==> src/rtl/mod3_pkg.sv <==
package mod3_pkg;
  localparam int RES_W = 2;
  typedef logic [RES_W-1:0] res_t;

  // Sum of two residues (each 0..2), reduced once.
  function automatic res_t res_add(input res_t a, input res_t b);
    logic [RES_W:0] s;
    s = {1'b0, a} + {1'b0, b};
    if (s >= 3'd3) s = s - 3'd3;
    return s[RES_W-1:0];
  endfunction
endpackage

==> src/rtl/mod3_fold.sv <==
module mod3_fold #(
  parameter int OPND_W = 2
) (
  input  logic [OPND_W-1:0] raw,
  output mod3_pkg::res_t    res,
  output logic              is_zero_class
);
  localparam int EXT_W = OPND_W + 2;
  logic [EXT_W-1:0] rem;

  always_comb begin
    rem = EXT_W'(raw) % EXT_W'(3);
    res = rem[1:0];
    is_zero_class = (rem == '0);
  end
endmodule

==> src/rtl/mod3_step.sv <==
module mod3_step (
  input  mod3_pkg::res_t cur,
  input  mod3_pkg::res_t addend,
  input  logic           clr,
  input  logic           acc_en,
  output mod3_pkg::res_t nxt,
  output logic           clr_hit,
  output logic           acc_fire,
  output logic           wrap_evt
);
  import mod3_pkg::*;
  res_t sum;

  always_comb begin
    sum      = res_add(cur, addend);
    clr_hit  = clr;
    acc_fire = acc_en && !clr;
    wrap_evt = acc_fire && (({1'b0, cur} + {1'b0, addend}) >= 3'd3);
    if (clr_hit)       nxt = '0;
    else if (acc_fire) nxt = sum;
    else               nxt = cur;
  end
endmodule

==> src/rtl/mod3_store.sv <==
module mod3_store (
  input  logic           clk,
  input  mod3_pkg::res_t d,
  output mod3_pkg::res_t q
);
  always_ff @(posedge clk) q <= d;
endmodule

==> src/rtl/mod3_accum.sv <==
module mod3_accum #(
  parameter int OPND_W = 2
) (
  input  logic              clk,
  input  logic              clr,
  input  logic              acc_en,
  input  logic [OPND_W-1:0] opnd,
  output logic [1:0]        total
);
  import mod3_pkg::*;

  res_t opnd_res;
  logic opnd_null;
  res_t state_q;
  res_t state_d;
  logic clr_hit;
  logic acc_fire;
  logic wrap_evt;

  mod3_fold #(.OPND_W(OPND_W)) u_fold (
    .raw(opnd), .res(opnd_res), .is_zero_class(opnd_null)
  );

  mod3_step u_step (
    .cur(state_q), .addend(opnd_res), .clr(clr), .acc_en(acc_en),
    .nxt(state_d), .clr_hit(clr_hit), .acc_fire(acc_fire), .wrap_evt(wrap_evt)
  );

  mod3_store u_store (.clk(clk), .d(state_d), .q(state_q));

  assign total = state_q;
endmodule

==> config.mk <==
export PLATFORM = sky130hd
export DESIGN_NAME = mod3_accum
export DESIGN_NICKNAME = d
export VERILOG_FILES = /design/src/rtl/mod3_pkg.sv /design/src/rtl/mod3_fold.sv /design/src/rtl/mod3_step.sv /design/src/rtl/mod3_store.sv /design/src/rtl/mod3_accum.sv
export SDC_FILE = /design/constraint.sdc
export NUM_CORES = 1
export LEC_CHECK = 0
export ABC_AREA = 1
export CORE_AREA = 2 2 39 41
export DETAILED_ROUTE_END_ITERATION = 8
export DIE_AREA = 0 0 41 43
export DONT_BUFFER_PORTS = 1
export GPL_TIMING_DRIVEN = 0
export PLACE_DENSITY_LB_ADDON = 0.08
export SKIP_LAST_GASP = 1
export SYNTH_ARGS = -nofsm -noshare
export SYNTH_HDL_FRONTEND = slang
export SYNTH_HIERARCHICAL = 1
export SYNTH_SLANG_ARGS = --single-unit
==> constraint.sdc <==
create_clock -name clk -period 4 [get_ports clk]
set_clock_uncertainty 0.2 [all_clocks]
set_input_delay 0.2 -clock clk [delete_from_list [all_inputs] [get_ports clk]]
set_output_delay 0.2 -clock clk [all_outputs]
set_load 0.005 [all_outputs]
==> results of run 1 <==
==> per-layer routing <==
metal | share of wire (%) | routed length (um) | global-route usage, % | up-vias
met4 | 4.3 | 17 | 8.000 | 0
met2 | 51 | 200 | 8.438 | 5
met3 | 5.1 | 20 | 3.665 | 2
li1 | - | - | - | 91
met5 | 0 | 0 | 0 | -
met1 | 39 | 155 | 6.410 | 70
==> how the worst max path moves through the flow <==
stage / slack, ns / end / cells past startpoint / start
after floorplan: 2.15 / u_store/q[1] / 9 / u_store/q[0]
after global placement: 1.97 / u_store/q[1] / 9 / u_store/q[0]
after detailed placement: 1.97 / u_store/q[1] / 9 / u_store/q[0]
after CTS: 1.45 / u_store/q[0] / 11 / u_store/q[0]
after global routing: 1.36 / u_store/q[0] / 11 / u_store/q[0]
final: 1.49 / u_store/q[0] / 11 / u_store/q[0]
==> worst reg2reg max path, delay by kind of cell (launching register included) <==
family          cells  cell delay, ns
flops               1            0.38
buf+inv             4            0.72
fa+ha+maj           3            0.83
simple gates        3            0.22
compound gates      1            0.12
==> report_power, final <==
group	internal [mW]	switching, mW
Clock	0.0330	0.0109
Sequential	0.0218	0.00143
Combinational	0.00871	0.0113
==> final cells by class <==
class | count | area, um^2
clock buffers | 3 | 22.52
fillers | 157 | 1119
inverters | 8 | 30.03
multi-input cells | 17 | 132.6
flip-flops and latches | 2 | 40.04
well taps | 16 | 20.02
repair buffers | 2 | 20.02
==> what timing repair did <==
action,CTS,global route
hold endpoints to repair,2,0
setup endpoints to repair,0,0
hold buffers,2,0
==> layout by cell type, fill, tap and decap left out, drive strengths merged <==
cell type and instances:
inv 8, ha 4, clkbuf 3, nand2 3, nor2 3, nand3 2, a21oi 2, dlygate4sd3 2
dfxtp 2, nand3b 1, o21ai 1, fa 1
==> through the flow <==
| stage | hold WS [ns] | power [mW] | worst slack [ns] |
|---|---|---|---|
| after floorplan | 0.06907 | 0.03771 | 2.152 |
| after global placement | 0.07924 | 0.04209 | 1.970 |
| after CTS | 0.08786 | 0.09032 | 1.446 |
| after global routing | 0.1170 | 0.09895 | 1.361 |
| final | 0.08632 | 0.08718 | 1.487 |
| after detailed placement | 0.07884 | 0.04205 | 1.968 |
==> results.json, run 1 <==
{
  "fin_crit_sh_pct": 62.83,
  "outcome": "finished, final reports clean",
  "stdcell_area_um2": 265.3,
  "areaGrowthSynthToFinish_pct": 30.86,
  "worstRegToRegCells": 11,
  "finalWeightedCongestion": 0.6988,
  "wl_per_cell_um": 8.188,
  "clock_latency_ns": 0.22,
  "htree_num_levels": 1,
  "cap_violations": 0,
  "via_count": 168,
  "worstPathMaxFanout": 3,
  "crit_path_top_delay_cell": "dlygate4sd3_1",
  "chipHeight_um": 43,
  "reg2reg_from": "u_store/q[0]",
  "fin_nets": 44,
  "grt_setup_unrepaired": "no",
  "crit_path_frequent_cell": "inv_1",
  "tightest_slew_ns": 0.1697,
  "grt_use_total_pct": 6.620,
  "dieArea_um2": 1763,
  "antenna_cells": 0,
  "drtIter0Drc": 0,
  "reg.largest.list": "u_store/q: 2 flops",
  "max_stage_delay_ns": 0.55,
  "cts_tree": "done",
  "crit_chain": "ha_1, inv_1, fa_1, inv_1, ha_1, inv_1, nand3_1, nand2_1, nand3_1, a21oi_1, dlygate4sd3_1",
  "dp_cells": 43,
  "ir_drop_uv": 144.6,
  "startpoint_type": "flop",
  "fmax_mhz": 397.9,
  "relSlewSlack_pct": 88.57,
  "routed_via_density": 3.500,
  "largest_reg_flops": 2,
  "slew_violations": 0,
  "path_delay_family": "adder cells",
  "grt_pass1_wl_um": 676,
  "antenna_found_initial": 0,
  "hp-class": "in -> reg",
  "hold_viol": 0,
  "portBuffers": 0,
  "cts_sinks": 2,
  "tns_ns": 0,
  "r2r_setup_slack_ns": 1.49,
  "cts-root-buf": "clkbuf_4",
  "first_global_vias": 169,
  "clk_pin_slew_ns": 0.03,
  "num_rows": 14,
  "worst-path-buf-inv": 4,
  "cts_setup_buffers": 0,
  "synth.cell_area_um2": 202.7,
  "regMostFlops": "u_store/q",
  "ant_nets": 0,
  "drt_wl_total_um": 393,
  "dpl_cell_area_um2": 222.7,
  "cts_resized": 0,
  "grt_start_max_net_pins": 5,
  "cts_buffer_depth": 2,
  "drc": 0,
  "fin_util_pct": 19.17,
  "drive_gt1_share_pct": 15.63,
  "r2r-end": "u_store/q[0]",
  "synth_cells": 27,
  "grt_overflow": 0,
  "pin_count": 7,
  "syn_nets": 37,
  "firstDrtPassIters": 1,
  "hold-path-endpoint": "u_store/q[1]",
  "synth_warnings": 6,
  "holdPathStages": 5,
  "min_from": "acc_en",
  "syn_area_per_cell_um2": 7.507,
  "end_kind": "flop",
  "power.density_nw_per_um2": 328.7,
  "die-width_um": 41,
  "period_needed_ns": 2.513,
  "setup_viol": 0,
  "final_cells": 48,
  "crit_arrival_ns": 2.48,
  "path_class": "reg -> reg",
  "core_um2": 1384,
  "initial_utilization_pct": 14.65,
  "cts_buffers": 3,
  "required_ns": 3.96,
  "p_leak_nw": 0.1303
}
Note: power is estimated with default switching activity, not from simulation.
==> inputs of run 2 (changes only) <==
--- a/config.mk
+++ b/config.mk
@@ -5,7 +5,7 @@
 export SDC_FILE = /design/constraint.sdc
 export NUM_CORES = 1
 export LEC_CHECK = 0
-export ABC_AREA = 1
+export ABC_AREA = 0
 export CORE_AREA = 2 2 39 41
 export DETAILED_ROUTE_END_ITERATION = 8
 export DIE_AREA = 0 0 41 43
==> constraint.sdc (replaced) <==
create_clock -name clk -period 2.3 [get_ports clk]
set_clock_uncertainty 0.2 [all_clocks]
set_input_delay 0.115 -clock clk [delete_from_list [all_inputs] [get_ports clk]]
set_output_delay 0.115 -clock clk [all_outputs]
set_load 0.005 [all_outputs]
==> results.json, run 2 <==
{
  "wl_per_cell_um": 8.822,
  "tightest_slew_ns": 0.1632,
  "worst-path-buf-inv": 2,
  "slew_violations": 0,
  "crit_path_top_delay_cell": "fa_1",
  "grt_setup_unrepaired": "no",
  "cts_tree": "done",
  "finalWeightedCongestion": 0.5890,
  "synth_cells": 24,
  "fin_util_pct": 19.71,
  "antenna_found_initial": 0,
  "crit_arrival_ns": 2.05,
  "path_class": "reg -> reg",
  "die-width_um": 41,
  "critPathLaunch": "u_store/q[0]",
  "reg2reg_from": "u_store/q[0]",
  "cts_buffers": 3,
  "cts_sinks": 2,
  "reg.largest.list": "u_store/q: 2 flops",
  "fillers": 154,
  "final_cells": 45,
  "hold-path-endpoint": "u_store/q[0]",
  "r2r-end": "u_store/q[0]",
  "grt_use_total_pct": 6.921,
  "startpoint_type": "flop",
  "clk_pin_slew_ns": 0.03,
  "cts_setup_buffers": 0,
  "largest_reg_flops": 2,
  "syn_nets": 34,
  "antenna_cells": 0,
  "layout_commonest_cell": "inv_1",
  "synth_warnings": 6,
  "regMostFlops": "u_store/q",
  "max_stage_delay_ns": 0.53,
  "fin_total_pwr_uw": 177.8,
  "fin_nets": 41,
  "hp-class": "in -> reg",
  "dieArea_um2": 1763,
  "ant_nets": 0,
  "r2r_setup_slack_ns": 0.18,
  "synth.cell_area_um2": 209.0,
  "p_leak_nw": 0.1440,
  "drtIter0Drc": 4,
  "worstRegToRegCells": 8,
  "fin_crit_sh_pct": 91.98,
  "grt_pass1_wl_um": 710,
  "worstPathMaxFanout": 3,
  "min_from": "opnd[0]",
  "period_needed_ns": 2.115,
  "hold_slack_ns": 0.2909,
  "chipHeight_um": 43,
  "dp_cells": 40,
  "final_cell_mix": "7 x inv_1, 4 x ha_1, 3 x clkbuf_4, 2 x nor2_1, 2 x dlygate4sd3_1",
  "portBuffers": 0,
  "power.density_nw_per_um2": 651.8,
  "cap_violations": 0,
  "clock_latency_ns": 0.23,
  "core_um2": 1384,
  "pin_count": 7,
  "routed_via_density": 3.933,
  "hpwl_um": 322.3,
  "num_rows": 14,
  "path_delay_family": "adder cells",
  "areaGrowthSynthToFinish_pct": 30.54,
  "fmax_mhz": 472.7,
  "cts-root-buf": "clkbuf_4",
  "grt_start_max_net_pins": 5,
  "drc": 0,
  "drt_wl_total_um": 397,
  "outcome": "finished, final reports clean",
  "htree_num_levels": 1,
  "crit_chain": "ha_1, inv_1, fa_1, inv_1, ha_1, nand4b_1, o211a_1, nor3_1",
  "hold_viol": 0,
  "grt_overflow": 0,
  "holdPathStages": 4,
  "initial_utilization_pct": 15.10,
  "first_global_vias": 201,
  "ir_drop_uv": 260.2,
  "firstDrtPassIters": 4,
  "end_kind": "flop",
  "syn_area_per_cell_um2": 8.706,
  "required_ns": 2.24,
  "via_count": 177,
  "drive_gt1_share_pct": 17.24,
  "setup_viol": 0,
  "relSlewSlack_pct": 89.04,
  "tns_ns": 0,
  "cts_buffer_depth": 2
}
-- run 2: cell type report --
class | count | area (um^2) | share of cell area [%]
tap | 16 | 20.02 | 7.339
timing repair buffer | 2 | 20.02 | 7.339
sequential | 2 | 41.29 | 15.14
multi-input combinational | 15 | 142.6 | 52.29
clock buffer | 3 | 22.52 | 8.257
inverter | 7 | 26.28 | 9.633
-- run 2: metrics by stage --
step / worst slack (ns) / area, um^2
2_1_floorplan: 0.2727 / 209.0
3_3_place_gp: 0.1413 / 229.0
3_5_place_dp: 0.1370 / 229.0
4_1_cts: 0.1230 / 271.5
5_1_grt: 0.05015 / 272.8
6_report: 0.1845 / 272.8
-- run 2: per-layer routing --
metal  part of all wire [%]  GRT usage, %  vias to the layer above
met5                      0             0                        -
met4                    3.5         10.00                        0
met3                    5.8         3.665                        2
met2                     58         10.00                        6
met1                     33         4.808                       81
li1                       -             -                       88
-- run 2: worst max path at each step --
stage                    to  slack (ns)  depth (start not counted)
6_report       u_store/q[0]        0.18                          8
5_1_grt        u_store/q[0]        0.05                          8
4_1_cts        u_store/q[0]        0.12                          8
3_5_place_dp   u_store/q[0]        0.14                          8
3_3_place_gp   u_store/q[0]        0.14                          8
2_1_floorplan  u_store/q[1]        0.27                          7
-- run 2: report_power, final --
group	switching (mW)	leakage, nW	internal, mW
registers	0.00453	0.0168	0.0399
logic	0.0259	0.113	0.0272
clock network	0.0226	0.0138	0.0578
total	0.0530	0.144	0.125
-- run 2: what timing repair did --
action	CTS	global route
gates resized for setup	0	1
hold endpoints to repair	2	0
setup endpoints to repair	0	1
hold buffers	2	0
-- run 2: tightest hold or removal path, delay by kind of cell --
kind | cells | cell delay (ns)
adder cells (fa/ha/maj) | 2 | 0.33
AO/OA/AOI/OAI | 1 | 0.18
AND/OR/NAND/NOR | 1 | 0.05
==> inputs of run 3 (changes only) <==
--- a/config.mk
+++ b/config.mk
@@ -10,7 +10,6 @@
 export DETAILED_ROUTE_END_ITERATION = 8
 export DIE_AREA = 0 0 41 43
 export DONT_BUFFER_PORTS = 1
-export GPL_TIMING_DRIVEN = 0
 export PLACE_DENSITY_LB_ADDON = 0.08
 export SKIP_LAST_GASP = 1
 export SYNTH_ARGS = -nofsm -noshare
==> results.json, run 3 (synthesized netlist as in run 2, its figures left out) <==
{
  "outcome": "finished, final reports clean",
  "hold-path-endpoint": "u_store/q[0]",
  "slew_violations": 0,
  "required_ns": 2.20,
  "cap_violations": 0,
  "core_um2": 1384,
  "power.density_nw_per_um2": 636.8,
  "drc": 0,
  "path_class": "reg -> reg",
  "portBuffers": 0,
  "final_cells": 45,
  "cts_buffers": 3,
  "via_count": 170,
  "worstRegToRegCells": 8,
  "cts_setup_buffers": 0,
  "dieArea_um2": 1763,
  "startpoint_type": "flop",
  "antenna_found_initial": 0,
  "pin_count": 7,
  "seq_power_share_pct": 25.2,
  "stdcell_area_um2": 275.3,
  "layout_commonest_cell": "inv_1",
  "antenna_cells": 0,
  "htree_num_levels": 1,
  "fin_crit_sh_pct": 91.38,
  "cts_tree": "done",
  "p_switching_uw": 49.85,
  "wl_per_cell_um": 9.644,
  "fmax_mhz": 475.8,
  "end_kind": "flop",
  "p_clk_share_pct": 43.4,
  "r2r-end": "u_store/q[1]",
  "hold_viol": 0,
  "drtIter0Drc": 0,
  "tightest_slew_ns": 0.1390,
  "crit_arrival_ns": 2.01,
  "firstDrtPassIters": 1,
  "first_global_vias": 194,
  "initial_utilization_pct": 15.10,
  "grt_pass1_wl_um": 759,
  "dp_cells": 40,
  "num_rows": 14,
  "period_needed_ns": 2.102,
  "setup_viol": 0,
  "drt_wl_total_um": 434,
  "hold_slack_ns": 0.2914,
  "final_cell_mix": "7 x inv_1, 4 x ha_1, 3 x clkbuf_4, 2 x nor2_1, 2 x dlygate4sd3_1",
  "drive_gt1_share_pct": 20.69,
  "finalWeightedCongestion": 0.5979,
  "p_leak_nw": 0.1445,
  "min_from": "opnd[0]",
  "clock_latency_ns": 0.22,
  "hp-class": "in -> reg",
  "grt_setup_unrepaired": "no",
  "regMostFlops": "u_store/q",
  "worstPathMaxFanout": 3,
  "grt_start_max_net_pins": 5,
  "swShare_pct": 28.44,
  "r2r_setup_slack_ns": 0.20,
  "grt_use_total_pct": 7.337,
  "cts_buffer_depth": 2,
  "cts_sinks": 2,
  "reg2reg_from": "u_store/q[0]",
  "ir_drop_uv": 229.2,
  "relSlewSlack_pct": 90.66,
  "cts-root-buf": "clkbuf_4",
  "areaGrowthSynthToFinish_pct": 31.74,
  "ant_nets": 0,
  "holdPathStages": 4,
  "fin_nets": 41,
  "grt_overflow": 0,
  "routed_via_density": 3.778,
  "clk_pin_slew_ns": 0.03,
  "p_int_uw": 125.4,
  "largest_reg_flops": 2,
  "combPwrFrac_pct": 31.4,
  "chipHeight_um": 43,
  "tns_ns": 0,
  "die-width_um": 41,
  "dpl_cell_area_um2": 229.0,
  "fin_total_pwr_uw": 175.3,
  "reg.largest.list": "u_store/q: 2 flops",
  "hpwl_um": 349.3
}
==> run 3: worst max-delay path, cell delays in order (launching register included) <==
cell and delay [ns]:
dfxtp_2 0.34, ha_1 0.14, inv_1 0.05, fa_2 0.55, inv_1 0.05, ha_1 0.21, nor2b_4 0.14, nand2_1 0.07
a32o_1 0.24
==> run 3: worst max-delay path by stage <==
stage / from / endpoint / slack [ns] / cells past startpoint
after CTS: u_store/q[0] / u_store/q[0] / 0.13 / 8
after global routing: u_store/q[0] / u_store/q[0] / 0.04 / 8
final: u_store/q[0] / u_store/q[1] / 0.20 / 8
after floorplan: u_store/q[0] / u_store/q[1] / 0.27 / 7
after detailed placement: u_store/q[0] / u_store/q[0] / 0.14 / 8
after global placement: u_store/q[0] / u_store/q[1] / 0.14 / 7
==> run 3: power by group through the flow <==
stage / Combinational, mW / Clock (mW) / Sequential, mW
after floorplan: 0.0421 / 0 / 0.0432
after global placement: 0.0502 / 0 / 0.0449
after detailed placement: 0.0514 / 0 / 0.0445
after CTS: 0.0553 / 0.0815 / 0.0440
after global routing: 0.0654 / 0.0888 / 0.0454
final: 0.0551 / 0.0761 / 0.0442
==> run 3: through the flow <==
step / utilization, % / worst slack (ns)
final: 19.89 / 0.1981
after global placement: 16.55 / 0.1443
after CTS: 19.62 / 0.1266
after detailed placement: 16.55 / 0.1374
after global routing: 19.89 / 0.04275
after floorplan: - / 0.2727
==> run 3: area by class of cell <==
| type | count | area, um^2 |
|---|---|---|
| fillers | 164 | 1109 |
| clock buffers | 3 | 22.52 |
| repair buffers | 2 | 20.02 |
| flip-flops and latches | 2 | 41.29 |
| inverters | 7 | 26.28 |
| multi-input cells | 15 | 145.1 |
| well taps | 16 | 20.02 |
==> run 3: layer usage <==
layer	track usage, %	vias to the layer above	routed length (um)
met5	0	-	0
met4	8.000	0	0
met3	5.759	0	31
met2	10.63	5	269
met1	5.161	78	132
li1	-	87	-
==> run 3: what timing repair did <==
item,CTS,global route
resized for setup,0,2
hold buffers,2,0
endpoints found under the setup margin,0,1
endpoints found under the hold margin,2,0
